### config.mk
export PLATFORM = sky130hd
export DESIGN_NAME = dma_chan_regs
export DESIGN_NICKNAME = d
export VERILOG_FILES = /design/src/rtl/dma_chan_regs.sv
export SDC_FILE = /design/constraint.sdc
export NUM_CORES = 1
export LEC_CHECK = 0
export BUFFER_PORTS_ARGS = -buffer_cell sky130_fd_sc_hd__buf_2
export CELL_PAD_IN_SITES_DETAIL_PLACEMENT = 0
export CELL_PAD_IN_SITES_GLOBAL_PLACEMENT = 2
export CORE_AREA = 2 2 271 273
export CTS_BUF_LIST = sky130_fd_sc_hd__clkbuf_16
export CTS_CLUSTER_DIAMETER = 150
export DETAILED_ROUTE_END_ITERATION = 12
export DIE_AREA = 0 0 273 275
export MAX_ROUTING_LAYER = met4
export PLACE_DENSITY = 0.77
export SETUP_SLACK_MARGIN = 0.15
export SKIP_CTS_REPAIR_TIMING = 1
export SYNTH_ARGS = -nofsm -noshare
export SYNTH_HDL_FRONTEND = slang
export SYNTH_SLANG_ARGS = --single-unit
export TNS_END_PERCENT = 5
### constraint.sdc
create_clock -name clk -period 1.82 [get_ports clk]
set_input_delay 0.091 -clock clk [delete_from_list [all_inputs] [get_ports clk]]
set_output_delay 0.091 -clock clk [all_outputs]
set_load 0.01 [all_outputs]
### src/rtl/dma_chan_regs.sv
module dma_chan_regs #(
  parameter int          NCH     = 32,
  parameter int          AW      = 8,
  parameter logic [31:0] ALT_OFS = 32'h200
) (
  input  logic             clk,
  input  logic             rst_n,
  input  logic             bus_wr,
  input  logic [AW-1:0]    bus_addr,
  input  logic [31:0]      bus_wdata,
  output logic [31:0]      bus_rdata,
  input  logic [3:0]       eng_state,
  input  logic [NCH-1:0]   eng_wait,
  input  logic [NCH-1:0]   eng_done,
  input  logic [NCH-1:0]   eng_err,
  input  logic [NCH-1:0]   eng_swdone,
  input  logic [NCH-1:0]   eng_burst_tail,
  input  logic [NCH-1:0]   eng_alt_set,
  output logic             master_en,
  output logic [NCH-1:0]   chan_en,
  output logic [NCH-1:0]   req_mask,
  output logic [NCH-1:0]   burst_only,
  output logic [NCH-1:0]   alt_sel,
  output logic [NCH-1:0]   hi_prio,
  output logic [NCH-1:0]   sec_asgn,
  output logic [NCH-1:0]   sw_req,
  output logic [NCH-1:0]   irq_stat,
  output logic             err_flag,
  output logic [31:0]      ctl_base,
  output logic [4*NCH-1:0] src_map
);

  localparam int NMW = (NCH + 7) / 8;
  localparam logic [4:0] CH_M1 = 5'(NCH - 1);

  localparam logic [AW-1:0] A_STAT  = AW'('h00);
  localparam logic [AW-1:0] A_CFG   = AW'('h04);
  localparam logic [AW-1:0] A_CTL   = AW'('h08);
  localparam logic [AW-1:0] A_ALTB  = AW'('h0C);
  localparam logic [AW-1:0] A_WAIT  = AW'('h10);
  localparam logic [AW-1:0] A_SWREQ = AW'('h14);
  localparam logic [AW-1:0] A_ERR   = AW'('h18);
  localparam logic [AW-1:0] A_IRQ   = AW'('h1C);
  localparam logic [AW-1:0] A_ENS   = AW'('h20);
  localparam logic [AW-1:0] A_ENC   = AW'('h24);
  localparam logic [AW-1:0] A_MSKS  = AW'('h28);
  localparam logic [AW-1:0] A_MSKC  = AW'('h2C);
  localparam logic [AW-1:0] A_BRS   = AW'('h30);
  localparam logic [AW-1:0] A_BRC   = AW'('h34);
  localparam logic [AW-1:0] A_ALS   = AW'('h38);
  localparam logic [AW-1:0] A_ALC   = AW'('h3C);
  localparam logic [AW-1:0] A_PRS   = AW'('h40);
  localparam logic [AW-1:0] A_PRC   = AW'('h44);
  localparam logic [AW-1:0] A_ASS   = AW'('h48);
  localparam logic [AW-1:0] A_ASC   = AW'('h4C);
  localparam logic [AW-1:0] A_MAP   = AW'('h50);

  logic [NCH-1:0]    wd;
  logic [21:0]       base_q;
  logic [NMW*32-1:0] map_q;
  logic [NCH-1:0]    none;

  assign wd   = bus_wdata[NCH-1:0];
  assign none = '0;

  function automatic logic [NCH-1:0] wsel(input logic hit, input logic [NCH-1:0] d);
    return hit ? d : '0;
  endfunction

  // hardware set and clear are applied after software, so hardware wins
  function automatic logic [NCH-1:0] nxt(input logic [NCH-1:0] q, sws, swc, hws, hwc);
    return (((q | sws) & ~swc) & ~hwc) | hws;
  endfunction

  function automatic logic [31:0] ext(input logic [NCH-1:0] v);
    logic [31:0] r;
    r = '0;
    r[NCH-1:0] = v;
    return r;
  endfunction

  logic w_ens, w_enc, w_msks, w_mskc, w_brs, w_brc, w_als, w_alc;
  logic w_prs, w_prc, w_ass, w_asc, w_sw, w_irq, w_err, w_cfg, w_ctl;

  assign w_ens  = bus_wr && bus_addr == A_ENS;
  assign w_enc  = bus_wr && bus_addr == A_ENC;
  assign w_msks = bus_wr && bus_addr == A_MSKS;
  assign w_mskc = bus_wr && bus_addr == A_MSKC;
  assign w_brs  = bus_wr && bus_addr == A_BRS;
  assign w_brc  = bus_wr && bus_addr == A_BRC;
  assign w_als  = bus_wr && bus_addr == A_ALS;
  assign w_alc  = bus_wr && bus_addr == A_ALC;
  assign w_prs  = bus_wr && bus_addr == A_PRS;
  assign w_prc  = bus_wr && bus_addr == A_PRC;
  assign w_ass  = bus_wr && bus_addr == A_ASS;
  assign w_asc  = bus_wr && bus_addr == A_ASC;
  assign w_sw   = bus_wr && bus_addr == A_SWREQ;
  assign w_irq  = bus_wr && bus_addr == A_IRQ;
  assign w_err  = bus_wr && bus_addr == A_ERR;
  assign w_cfg  = bus_wr && bus_addr == A_CFG;
  assign w_ctl  = bus_wr && bus_addr == A_CTL;

  always_ff @(posedge clk or negedge rst_n) begin
    if (!rst_n) begin
      chan_en    <= '0;
      req_mask   <= '0;
      burst_only <= '0;
      alt_sel    <= '0;
      hi_prio    <= '0;
      sec_asgn   <= '0;
      sw_req     <= '0;
      irq_stat   <= '0;
      err_flag   <= 1'b0;
      master_en  <= 1'b0;
      base_q     <= '0;
    end else begin
      chan_en    <= nxt(chan_en, wsel(w_ens, wd), wsel(w_enc, wd), none, eng_done | eng_err);
      req_mask   <= nxt(req_mask, wsel(w_msks, wd), wsel(w_mskc, wd), none, none);
      burst_only <= nxt(burst_only, wsel(w_brs, wd), wsel(w_brc, wd), none, eng_burst_tail);
      alt_sel    <= nxt(alt_sel, wsel(w_als, wd), wsel(w_alc, wd), eng_alt_set, none);
      hi_prio    <= nxt(hi_prio, wsel(w_prs, wd), wsel(w_prc, wd), none, none);
      sec_asgn   <= nxt(sec_asgn, wsel(w_ass, wd), wsel(w_asc, wd), none, none);
      sw_req     <= nxt(sw_req, wsel(w_sw, wd), none, none, eng_swdone);
      irq_stat   <= nxt(irq_stat, none, wsel(w_irq, wd), eng_done, none);
      err_flag   <= (|eng_err) | (err_flag & ~(w_err & bus_wdata[0]));
      if (w_cfg) master_en <= bus_wdata[0];
      if (w_ctl) base_q <= bus_wdata[31:10];
    end
  end

  for (genvar w = 0; w < NMW; w++) begin : g_map
    localparam logic [AW-1:0] AM = A_MAP + AW'(4 * w);
    always_ff @(posedge clk or negedge rst_n) begin
      if (!rst_n) map_q[32*w +: 32] <= '0;
      else if (bus_wr && bus_addr == AM) map_q[32*w +: 32] <= bus_wdata;
    end
  end

  assign ctl_base = {base_q, 10'b0};
  assign src_map  = map_q[4*NCH-1:0];

  always_comb begin
    bus_rdata = '0;
    case (bus_addr)
      A_STAT:  bus_rdata = master_en ? {11'b0, CH_M1, 8'b0, eng_state, 3'b0, 1'b1} : '0;
      A_CFG:   bus_rdata = {31'b0, master_en};
      A_CTL:   bus_rdata = master_en ? ctl_base : '0;
      A_ALTB:  bus_rdata = master_en ? ctl_base + ALT_OFS : '0;
      A_WAIT:  bus_rdata = master_en ? ext(eng_wait) : '0;
      A_SWREQ: bus_rdata = ext(sw_req);
      A_ERR:   bus_rdata = {31'b0, err_flag};
      A_IRQ:   bus_rdata = ext(irq_stat);
      A_ENS:   bus_rdata = ext(chan_en);
      A_MSKS:  bus_rdata = ext(req_mask);
      A_BRS:   bus_rdata = ext(burst_only);
      A_ALS:   bus_rdata = ext(alt_sel);
      A_PRS:   bus_rdata = ext(hi_prio);
      A_ASS:   bus_rdata = ext(sec_asgn);
      default: begin
        for (int w = 0; w < NMW; w++)
          if (bus_addr == A_MAP + AW'(4 * w)) bus_rdata = map_q[32*w +: 32];
      end
    endcase
  end


  en_set_chk: assert property (@(posedge clk) disable iff (!rst_n)
    (w_ens && !(|eng_done) && !(|eng_err)) |=> chan_en == ($past(chan_en) | $past(wd)));

  swreq_clr_chk: assert property (@(posedge clk) disable iff (!rst_n)
    (|eng_swdone) |=> (sw_req & $past(eng_swdone)) == '0);

  done_dis_chk: assert property (@(posedge clk) disable iff (!rst_n)
    (|eng_done) |=> ((chan_en & $past(eng_done)) == '0) && ((irq_stat & $past(eng_done)) == $past(eng_done)));

  err_flag_chk: assert property (@(posedge clk) disable iff (!rst_n)
    (|eng_err) |=> err_flag && ((chan_en & $past(eng_err)) == '0));

  gated_rd_chk: assert property (@(posedge clk) disable iff (!rst_n)
    (!master_en && (bus_addr == A_STAT || bus_addr == A_ALTB)) |-> bus_rdata == '0);

  tail_clr_chk: assert property (@(posedge clk) disable iff (!rst_n)
    (|eng_burst_tail) |=> (burst_only & $past(eng_burst_tail)) == '0);

  alt_set_chk: assert property (@(posedge clk) disable iff (!rst_n)
    (|eng_alt_set) |=> (alt_sel & $past(eng_alt_set)) == $past(eng_alt_set));

endmodule

==> impl_table.tex <==
\begin{tabular}{lr}
\hline
Metric & Value \\
\hline
\multicolumn{2}{l}{\textbf{Floorplanning}} \\
\quad Effective utilization at floorplan & 0.286 \\
\quad Top-level I/O count & 689 \\
\quad DIE WIDTH & 273 microns \\
\quad Row cnt & 99 \\
\quad Die span in y & 275 microns \\
\quad Die outline area & 75100 sq um \\
\quad Core area & 72300 sq um \\
\multicolumn{2}{l}{\textbf{Pwr}} \\
\quad Largest vdd supply drop & 642 uV \\
\quad PD cells & 713 nW/um\^{}2 \\
\quad Pleak & 15.0 nW \\
\quad Post-route total power & 22.6 mW \\
\multicolumn{2}{l}{\textbf{Synthesis}} \\
\quad Post-Synth XOR/XNOR Area & 0 \\
\quad Post-synth EDFFs & 0 \\
\quad Most numerous cell in the Yosys netlist & dfrtp\_1 \\
\quad Post-Synth Simple-Gate Area & 0.0771 \\
\quad Synthesized instance count & 1857 \\
\quad Area leader, netlist & dfrtp\_1 \\
\quad Most used DFF post-synth & dfrtp\_1 \\
\quad Library cells used by synthesis & 76 \\
\quad Netlist area before placement & 20700 sq um \\
\quad Multiplexer share of the synthesized area & 0.133 \\
\quad Dominant combinational cell family by area after synthesis & compound AO/OA/AOI/OAI gates \\
\quad Synth Area in Adders & 0 \\
\quad Cell types with the largest area share after synthesis & dfrtp\_1, mux2\_2, a21oi\_1 \\
\quad Yosys warns & 0 \\
\quad Synth cell count leaders & dfrtp\_1, a21oi\_1, mux2\_2 \\
\quad Post-synthesis sequential area ratio & 0.493 \\
\quad Post-synthesis average cell area & 11.1 sq um \\
\quad Share of the synthesized area in the top cell type & 0.493 \\
\quad Ys async rst share & 1.00 \\
\quad Total of flip-flops plus latches after synthesis & 408 \\
\quad Synthesized-area fraction occupied by ao, oa, aoi and oai cells & 0.245 \\
\multicolumn{2}{l}{\textbf{Clock network}} \\
\quad Clock-pin slew on the worst setup and hold paths & 0.06 ns \\
\quad Root buffer cell & clkbuf\_16 \\
\quad TritonCTS buffer count & 48 \\
\quad CTS max path bufs & 3 \\
\quad Clock tree from TritonCTS & done \\
\quad Clk Latency, worst-skew pair & 0.60 ns \\
\quad Max H-tree Level & 2 \\
\quad Sink count of the clock tree & 408 \\
\multicolumn{2}{l}{\textbf{Timing}} \\
\quad Worst clock skew on the final layout & 0 ns \\
\quad Number of endpoints with negative hold slack in the final report & 3 \\
\quad Max Slew Vio Count & 0 \\
\quad Worst Tran Pin Value & 0.602 ns \\
\quad Time the final worst path needs with I/O delays and setup & 2.50 ns \\
\quad Fin Hold WS & -0.0193 ns \\
\quad Summed negative setup slack over all endpoints & -13.96 ns \\
\quad Relative max-transition margin & 0.595 \\
\quad Final period utilization & 1.37 \\
\quad Fmax achieved & 400 MHz \\
\quad Number of failing setup endpoints in the final timing report & 32 \\
\quad Unrepaired setup endpoints after global routing & yes \\
\quad Final critical-path setup slack & -0.682 ns \\
\multicolumn{2}{l}{\textbf{Final layout}} \\
\quad Total of fill cells in the finished design & 7010 \\
\quad Fraction of final layout cells sized beyond drive strength 1 & 0.467 \\
\quad Post-route insts no fill & 3910 \\
\quad Post-layout instance area & 31700 sq um \\
\quad Post-synthesis to final-layout area growth & 53.0\% \\
\quad Multi-input gate area in the final layout & 9990 sq um \\
\quad Utilization of the core after routing & 0.438 \\
\quad Sequential cell area & 10200 sq um \\
\quad Count of nets after finishing & 3136 \\
\multicolumn{2}{l}{\textbf{Placed design}} \\
\quad Number of placed cells counting well taps & 3607 \\
\quad Placed inst area & 27800 sq um \\
\quad Buffers added on ports & 678 \\
\quad HPWL reported at the end of detailed placement & 93.6 mm \\
\quad GP Congestion & 0.909 \\
\quad Worst slack, placed & -0.599 ns \\
\multicolumn{2}{l}{\textbf{Setup path}} \\
\quad R2r endpoint & chan\_en[31] \\
\quad Req. time, crit path & 1.73 ns \\
\quad Crit path capture type & primary output \\
\quad Worst Setup Path Type & reg2out \\
\quad Logic depth of the worst register-to-register path & 2 \\
\quad Critical path arrival & 2.41 ns \\
\quad Sort of element at the start of the critical path & flip-flop \\
\quad Launch point of the worst reg-to-reg path & chan\_en[31] \\
\quad Critical path fanouts, max & 8 \\
\quad Register-to-register setup slack & 0.75 ns \\
\multicolumn{2}{l}{\textbf{Global routing}} \\
\quad Pin count of the biggest net entering global routing & 47 \\
\quad Number of antenna violations at the first check in global routing & 17 \\
\quad Overall global routing resource usage & 0.328 \\
\quad Via count of the first global-routing pass & 21.1k \\
\quad Remaining global-route overflow & 0 \\
\quad First-pass GRT wire length & 168 mm \\
\multicolumn{2}{l}{\textbf{Worst hold path}} \\
\quad Worst min-delay path startpoint & bus\_wdata[15] \\
\quad Path category of the worst min-delay check & in2reg \\
\quad Hold depth & 2 \\
\quad Capture endpoint of the worst hold path & req\_mask[15] \\
\multicolumn{2}{l}{\textbf{Run}} \\
\quad Maximum Capacitance Violations & 0 \\
\multicolumn{2}{l}{\textbf{Detailed routing}} \\
\quad Drt via density & 5.54 \\
\quad Remaining routing DRC violations & 0 \\
\quad Number of design-rule violations left by the first detailed-router iteration & 2127 \\
\quad Wire length reported by the detailed router & 125 mm \\
\quad Average wire per cell in the routed design & 31.9 microns \\
\quad First-pass DRT Iterations & 6 \\
\quad Total number of vias & 21.7k \\
\quad Post-route ant nets & 0 \\
\multicolumn{2}{l}{\textbf{Outcome}} \\
\quad Status & finished with violations \\
\quad Failing checks & negative hold slack, negative setup slack \\
\hline
\end{tabular}
==> where the power goes <==
group          switching [mW]  internal, mW  total, mW  leakage (nW)
combinational            1.78          1.31       3.09          8.85
clock                    4.17          5.71       9.89         0.786
sequential              0.255          9.34       9.59          5.32
total                    6.21          16.4       22.6          15.0
==> registers in the layout, indices dropped and copies added, names as in the netlist <==
name and count:
sw_req 32, req_mask 32, sec_asgn 32, irq_stat 32
burst_only 32, chan_en 32, hi_prio 32, src_map 128
base_q 22, err_flag 1, master_en 1, alt_sel 32
==> worst max-delay path by stage <==
stage / startpoint / to / slack [ns]
6_report: master_en / bus_rdata[4] / -0.68
5_1_grt: master_en / bus_rdata[4] / -0.72
4_1_cts: master_en / bus_rdata[4] / -1.02
3_5_place_dp: bus_addr[7] / bus_rdata[4] / -0.60
3_3_place_gp: bus_addr[7] / bus_rdata[4] / -0.60
2_1_floorplan: bus_addr[5] / bus_rdata[29] / 0.08
==> area by class of cell <==
type | count | area share
Sequential cell | 408 | 0.322
Multi-Input combinational cell | 1251 | 0.315
Timing Repair Buffer | 1184 | 0.273
Clock buffer | 49 | 0.0387
Tap cell | 959 | 0.0379
Clock inverter | 39 | 0.0106
Antenna cell | 16 | 0.00126
Inverter | 4 | 0.000474
==> placed cells by master (no fill, tap or decap), types with 8 or more instances in the layout <==
cell type        n
a21o_1          33
mux2i_1         91
nand2_1         84
buf_12          74
clkinv_1        13
dfrtp_1        408
buf_4          240
buf_2          668
a22oi_1         44
buf_6            8
a211oi_1        35
conb_1          10
nor4_1           8
a21oi_1        300
nand3_1         15
nor2_4          13
mux2_2         156
diode_2         16
a21oi_2         33
o21bai_1        33
a221oi_1         9
dlygate4sd3_1  192
nor2_1          53
clkinv_2         8
inv_1           10
o22ai_1         39
nor3_1          33
o21ai_0         12
clkbuf_16       49
and2_1          32
a222oi_1        10
a22o_1          20
a31oi_1         13
a2111oi_4       30
==> critical path, stage by stage (launching register included) <==
cell,delay [ns]
dfrtp_1,0.37
buf_12,0.14
nor4b_4,0.26
buf_4,0.20
a22oi_1,0.06
o22ai_1,0.18
nand2_1,0.14
a31oi_4,0.21
buf_4,0.15
buf_2,0.12
==> cells by family after synthesis <==
logic type / count (synthesis)
simple gates: 300
compound gates: 688
other cells: 1
mux: 253
buf+inv: 207
flops: 408
==> layer usage <==
layer,GRT usage,up-vias,wire length (microns)
li1,-,9074,-
met1,0.409,11100,50500
met2,0.526,1216,59300
met3,0.0711,234,10300
met4,0.114,0,4800
met5,-,-,0
Note: power is estimated with default switching activity, not from simulation.
